<file path="src/rtl/sym_pp_pkg.sv">
package sym_pp_pkg;

  typedef enum logic {
    OP_READ   = 1'b0,
    OP_UPDATE = 1'b1
  } pp_op_e;

endpackage

</file>
<file path="src/rtl/ppt_addr_fold.sv">
module ppt_addr_fold #(
  parameter int ADDR_W = 3,
  localparam int IDX_W = ADDR_W - 1
) (
  input  logic [ADDR_W-1:0] addr,
  output logic [IDX_W-1:0]  idx,
  output logic              neg
);
  // Top bit picks the mirrored half: invert the rest to reach the stored twin.
  always_comb begin
    neg = addr[ADDR_W-1];
    idx = neg ? ~addr[IDX_W-1:0] : addr[IDX_W-1:0];
  end
endmodule

</file>
<file path="src/rtl/ppt_cond_neg.sv">
module ppt_cond_neg #(
  parameter int DATA_W = 16
) (
  input  logic              neg,
  input  logic [DATA_W-1:0] din,
  output logic [DATA_W-1:0] dout
);
  localparam logic [DATA_W-1:0] MIN_V = {1'b1, {(DATA_W-1){1'b0}}};
  localparam logic [DATA_W-1:0] MAX_V = {1'b0, {(DATA_W-1){1'b1}}};

  always_comb begin
    if (!neg)             dout = din;
    else if (din == MIN_V) dout = MAX_V;
    else                  dout = ~din + 1'b1;
  end
endmodule

</file>
<file path="src/rtl/ppt_sat_add.sv">
module ppt_sat_add #(
  parameter int DATA_W = 16
) (
  input  logic [DATA_W-1:0] a,
  input  logic [DATA_W-1:0] b,
  output logic [DATA_W-1:0] sum
);
  localparam logic [DATA_W-1:0] MIN_V = {1'b1, {(DATA_W-1){1'b0}}};
  localparam logic [DATA_W-1:0] MAX_V = {1'b0, {(DATA_W-1){1'b1}}};

  logic [DATA_W:0] wide;

  always_comb begin
    wide = {a[DATA_W-1], a} + {b[DATA_W-1], b};
    if (wide[DATA_W] != wide[DATA_W-1])
      sum = wide[DATA_W] ? MIN_V : MAX_V;
    else
      sum = wide[DATA_W-1:0];
  end
endmodule

</file>
<file path="src/rtl/ppt_store.sv">
module ppt_store #(
  parameter int IDX_W  = 2,
  parameter int DATA_W = 16,
  localparam int DEPTH = 1 << IDX_W
) (
  input  logic              clk,
  input  logic              rst_n,
  input  logic [IDX_W-1:0]  rd_idx,
  output logic [DATA_W-1:0] rd_data,
  input  logic              wr_en,
  input  logic [IDX_W-1:0]  wr_idx,
  input  logic [DATA_W-1:0] wr_data
);
  logic [DATA_W-1:0] mem [DEPTH];

  always_ff @(posedge clk) begin
    if (!rst_n) begin
      for (int i = 0; i < DEPTH; i++) mem[i] <= '0;
    end else if (wr_en) begin
      mem[wr_idx] <= wr_data;
    end
  end

  assign rd_data = mem[rd_idx];

  // a write is visible in its word on the following cycle
  p_write_lands_r7: assert property (@(posedge clk) disable iff (!rst_n)
    wr_en |=> mem[$past(wr_idx)] == $past(wr_data));

  // without a write the addressed word holds
  p_idle_keeps_r9: assert property (@(posedge clk) disable iff (!rst_n)
    !wr_en |=> mem[$past(rd_idx)] == $past(rd_data));
endmodule

</file>
<file path="src/rtl/sym_pp_table.sv">
module sym_pp_table
  import sym_pp_pkg::*;
#(
  parameter int ADDR_W = 3,
  parameter int DATA_W = 16
) (
  input  logic              clk,
  input  logic              rst_n,
  input  logic              req_valid,
  output logic              req_ready,
  input  logic              req_op,
  input  logic [ADDR_W-1:0] req_addr,
  input  logic [DATA_W-1:0] req_upd,
  output logic              rsp_valid,
  input  logic              rsp_ready,
  output logic [DATA_W-1:0] rsp_data
);
  localparam int IDX_W = ADDR_W - 1;
  localparam logic [DATA_W-1:0] MIN_V = {1'b1, {(DATA_W-1){1'b0}}};

  pp_op_e            op;
  logic              accept;
  logic [IDX_W-1:0]  idx;
  logic              neg;
  logic [DATA_W-1:0] stored;
  logic [DATA_W-1:0] upd_adj;
  logic [DATA_W-1:0] new_word;
  logic [DATA_W-1:0] result;
  logic [DATA_W-1:0] out_val;
  logic              wr_en;

  assign op        = pp_op_e'(req_op);
  assign req_ready = !rsp_valid || rsp_ready;
  assign accept    = req_valid && req_ready;
  assign wr_en     = accept && (op == OP_UPDATE);

  ppt_addr_fold #(.ADDR_W(ADDR_W)) u_fold (
    .addr (req_addr),
    .idx  (idx),
    .neg  (neg)
  );

  ppt_store #(.IDX_W(IDX_W), .DATA_W(DATA_W)) u_store (
    .clk     (clk),
    .rst_n   (rst_n),
    .rd_idx  (idx),
    .rd_data (stored),
    .wr_en   (wr_en),
    .wr_idx  (idx),
    .wr_data (new_word)
  );

  // Input-side complementor: update folded into the stored half.
  ppt_cond_neg #(.DATA_W(DATA_W)) u_neg_in (
    .neg  (neg),
    .din  (req_upd),
    .dout (upd_adj)
  );

  ppt_sat_add #(.DATA_W(DATA_W)) u_add (
    .a   (stored),
    .b   (upd_adj),
    .sum (new_word)
  );

  assign result = (op == OP_UPDATE) ? new_word : stored;

  // Output-side complementor: unfold back to the requested address.
  ppt_cond_neg #(.DATA_W(DATA_W)) u_neg_out (
    .neg  (neg),
    .din  (result),
    .dout (out_val)
  );

  always_ff @(posedge clk) begin
    if (!rst_n) begin
      rsp_valid <= 1'b0;
      rsp_data  <= '0;
    end else if (accept) begin
      rsp_valid <= 1'b1;
      rsp_data  <= out_val;
    end else if (rsp_ready) begin
      rsp_valid <= 1'b0;
    end
  end

  // every accepted request produces a response on the next edge
  p_accept_rsp_r8: assert property (@(posedge clk) disable iff (!rst_n)
    accept |=> rsp_valid);

  // a stalled response neither drops nor changes
  p_stall_hold_r8: assert property (@(posedge clk) disable iff (!rst_n)
    rsp_valid && !rsp_ready |=> rsp_valid && $stable(rsp_data));

  // plain-half read passes the stored word through
  p_plain_read_r2: assert property (@(posedge clk) disable iff (!rst_n)
    accept && (op == OP_READ) && !neg |=> rsp_data == $past(stored));

  // mirrored-half read returns the negated stored word
  p_mirror_read_r3: assert property (@(posedge clk) disable iff (!rst_n)
    accept && (op == OP_READ) && neg && (stored != MIN_V)
      |=> rsp_data == (~$past(stored) + 1'b1));
endmodule

</file>
<file path="config.mk">
export PLATFORM = sky130hd
export DESIGN_NAME = sym_pp_table
export DESIGN_NICKNAME = d
export VERILOG_FILES = /design/src/rtl/sym_pp_pkg.sv /design/src/rtl/ppt_addr_fold.sv /design/src/rtl/ppt_cond_neg.sv /design/src/rtl/ppt_sat_add.sv /design/src/rtl/ppt_store.sv /design/src/rtl/sym_pp_table.sv
export SDC_FILE = /design/constraint.sdc
export NUM_CORES = 1
export LEC_CHECK = 0
export BUFFER_PORTS_ARGS = -buffer_cell sky130_fd_sc_hd__buf_2
export CORE_MARGIN = 3
export CORE_UTILIZATION = 65
export CTS_BUF_LIST = sky130_fd_sc_hd__clkbuf_4 sky130_fd_sc_hd__clkbuf_8 sky130_fd_sc_hd__clkbuf_16
export CTS_CLUSTER_DIAMETER = 200
export DETAILED_ROUTE_END_ITERATION = 12
export PLACE_DENSITY = 0.95
export SLEW_MARGIN = 10
export SYNTH_ARGS = -nofsm -noshare
export SYNTH_HDL_FRONTEND = slang
export SYNTH_SLANG_ARGS = --single-unit
export TNS_END_PERCENT = 5
</file>
<file path="constraint.sdc">
create_clock -name clk -period 17.8 [get_ports clk]
set_input_delay 1.78 -clock clk [delete_from_list [all_inputs] [get_ports clk]]
set_output_delay 1.78 -clock clk [all_outputs]
set_load 0.05 [all_outputs]
</file>
==> impl_results.md <==
* Kind of end point of the critical path: flop
* Net switching power at 298 uW
* Power Density at 115 nW/um2
* Final Hold Slack at 482 ps
* CTS tree: done
* Post-CTS Setup Bufs at 0
* Peak VDD IR at 0.0846 mV
* Post-DR vias/cell at 6.87
* Unique masters post-synth at 67
* Synth Instances at 587
* Initial DRC Count at 682
* Crit path arrival time at 9540 ps
* Post-route setup TNS at 0 ps
* Fin Clk Skew at 14.5 ps
* Clock Sinks at 81
* Nature of the critical path startpoint: primary input
* Filler Cell Count at 566
* Final Cycle Share at 0.520
* Highest clock rate at 108 MHz
* Fin. Hold Viols at 0
* Power share of the clock group at 0.209
* Core Rows at 32
* Slew headroom at 0.310
* CP Max Fanout at 16
* Die height at 97.7 um
* Worst Path Required at 18,090 ps
* Vias in the first global route at 4,791
* Initial Util at 0.690
* CTS Hold Bufs at 0
* Avg Inst Size Synth at 9.32 um2
* CTS root buf: clkbuf_8
* Leak Pwr at 2.36 nW
* # diodes at 0
* Unrepaired setup endpoints after global routing: no
* Detail Route Antenna Nets at 0
* Grt total ovfl at 0
* Sequential area share after synthesis at 0.414
* Flops & latches, synth at 81
* Area growth, synth to finish at 8.26%
* GPL Wtd Cong at 0.980
* Seq pwr share at 0.331
* CP Class: in2reg
* Commonest cells after routing, fill and taps aside: nor2_1 (97), o21ai_0 (64), edfxtp_1 (64), a21oi_1 (56), nand2_1 (43)
* Final Max Slew Viols at 0
* IO Count at 42
* Internal Power at 386 uW
* Combinational group share of total power at 0.460
* Power, Total at 684 uW
* Switching part of the total at 0.435
* Yosys warns at 0
* Routed WL per cell at 21.9 um
* WL final at 15,800 um
* DRT Pass-1 Iters at 7
* First-pass GRT wire length at 25,400 um
* Ratio of cells with drive above 1 in the final layout at 0.147
* Worst slew pin tran at 1040 ps
* Final setup viols at 0
* Die X-Extent at 97.7 um
* Die Area at 9550 um2
* Clk slew on worst S/H paths at 90 ps
* DP Area at 5710 um2
* Largest net degree at the start of global routing at 47
* Commonest non-fill, non-tap cell in the layout: nor2_1
* Total CTS buffers at 9
* Clock Latency Late Sink at 370 ps
* DR vias at 4,955
* Status: finished, final reports clean
* Initial antenna violation count at 0
* Layout Nets at 657
* Synthesized area at 5470 um2
* Detailed-placement wirelength estimate at 11,300 um
* Ys flop type: edfxtp_1
* Post-Route Utilization at 0.747
* Resized cells post-CTS at 0
* Ys async rst share at 0
* Core area at 7930 um2
* Design Area, Final at 5920 um2
* Post-synth EDFFs at 64
* H-tree depth at 3
* Number of port buffers at 41
* DRC at 0
* Tightest Hold Check Type: reg2reg
* CTS max path bufs at 2
* Max cap viols at 0
* Synth Net Count at 630
* Tot GR Track Use at 0.337
* Min Tclk post-route at 9250 ps
==> final timing paths <==
check | startpoint | endpoint | slack (ps) | cells after the start
worst max-delay path | req_upd[0] | rsp_data[15] | 8550 | 28
worst min-delay path | rsp_data[15] | rsp_data[15] | 480 | 2
worst max register to register | u_store.mem[0][8] | rsp_data[15] | 12130 | 17
worst min register to register | rsp_data[15] | rsp_data[15] | 480 | 2
==> state kept, by name, summed over array words and instances (netlist names) <==
name         flops
rsp_data        16
rsp_valid        1
u_store.mem     64
==> cells in the mapped netlist, types with 3 or more instances <==
master	number	area, um2
edfxtp_1	64	1920
nand2_1	43	161
a21oi_1	56	280
and2_1	7	43.8
xor2_1	17	149
a21boi_0	6	45.0
buf_2	4	20.0
a31oi_1	7	43.8
clkbuf_1	23	86.3
nor2_1	97	364
ha_1	18	225
xnor2_1	10	87.6
or4_1	3	22.5
o22ai_1	5	31.3
nand3_1	7	35.0
nand3b_1	3	22.5
o211ai_1	5	37.5
or3_1	11	68.8
o21ai_1	7	35.0
and3_1	6	37.5
o21ai_0	64	320
a21o_1	10	75.1
dfxtp_1	17	340
inv_1	16	60.1
mux4_2	16	360
nor3_1	6	30.0
a211oi_1	4	30.0
nand4_1	5	31.3
o31ai_1	4	30.0
==> logic make-up (layout without fill, tap and decap cells) <==
group | Yosys count | after routing | share of synthesized area
AOI/OAI and AO/OA | 196 | 196 | 0.226
xor gates and xnor gates | 28 | 28 | 0.0462
adders and majority gates | 21 | 21 | 0.0485
buffers and inverters | 45 | 77 | 0.0332
DFF | 81 | 81 | 0.414
muxes | 16 | 16 | 0.0659
and+or+nand+nor | 200 | 200 | 0.166
==> layout make-up <==
cell class                 instances  area (um2)  area share
sequential                        81        2260       0.382
clock inverter                     6        72.6      0.0123
multi-input combinational        461        3030       0.511
tap                              102         128      0.0216
clock buffer                      10         138      0.0232
timing repair buffer              45         235      0.0397
inverter                          16        60.1      0.0101
==> worst max-delay path, cell delays in order <==
cell and delay (ps):
buf_2 90, inv_1 80, ha_1 170, inv_1 50, or3_1 330, or3_1 350
or3_1 350, or3_1 390, or4b_1 580, nor3b_2 500, o21ai_0 150, o21ai_0 230
ha_1 260, nand2_1 130, or4_1 600, and3_1 240, a21oi_1 810, a21boi_0 310
o21ai_0 250, o211ai_1 140, ha_1 250, and2_1 160, nand4_1 110, a21o_1 190
nor3_1 90, a31oi_2 600, nand4_1 160, o22ai_1 180
==> per-layer routing <==
layer  wire length [um]  vias to the layer above  track usage
met1               5960                     2324        0.443
met5                  0                        -            0
met3               1660                       59       0.0790
met2               7640                      331        0.550
li1                   -                     2241            -
met4                543                        0        0.122
==> power by group through the flow <==
stage / Clock (mW) / Combinational, mW / Sequential (mW)
floorplan: 0 / 0.203 / 0.246
global placement: 0 / 0.289 / 0.228
detailed placement: 0 / 0.300 / 0.230
CTS: 0.142 / 0.303 / 0.226
global route: 0.152 / 0.334 / 0.227
finish: 0.143 / 0.315 / 0.226
==> per-stage QoR <==
stage                     setup WS [ps]  std cells
final                              8550        721
after global routing               7940        721
after CTS                          8710        721
after detailed placement           8380        705
after global placement             8830        705
after floorplan                    9870        587
Power figures use the tool's default switching activity.
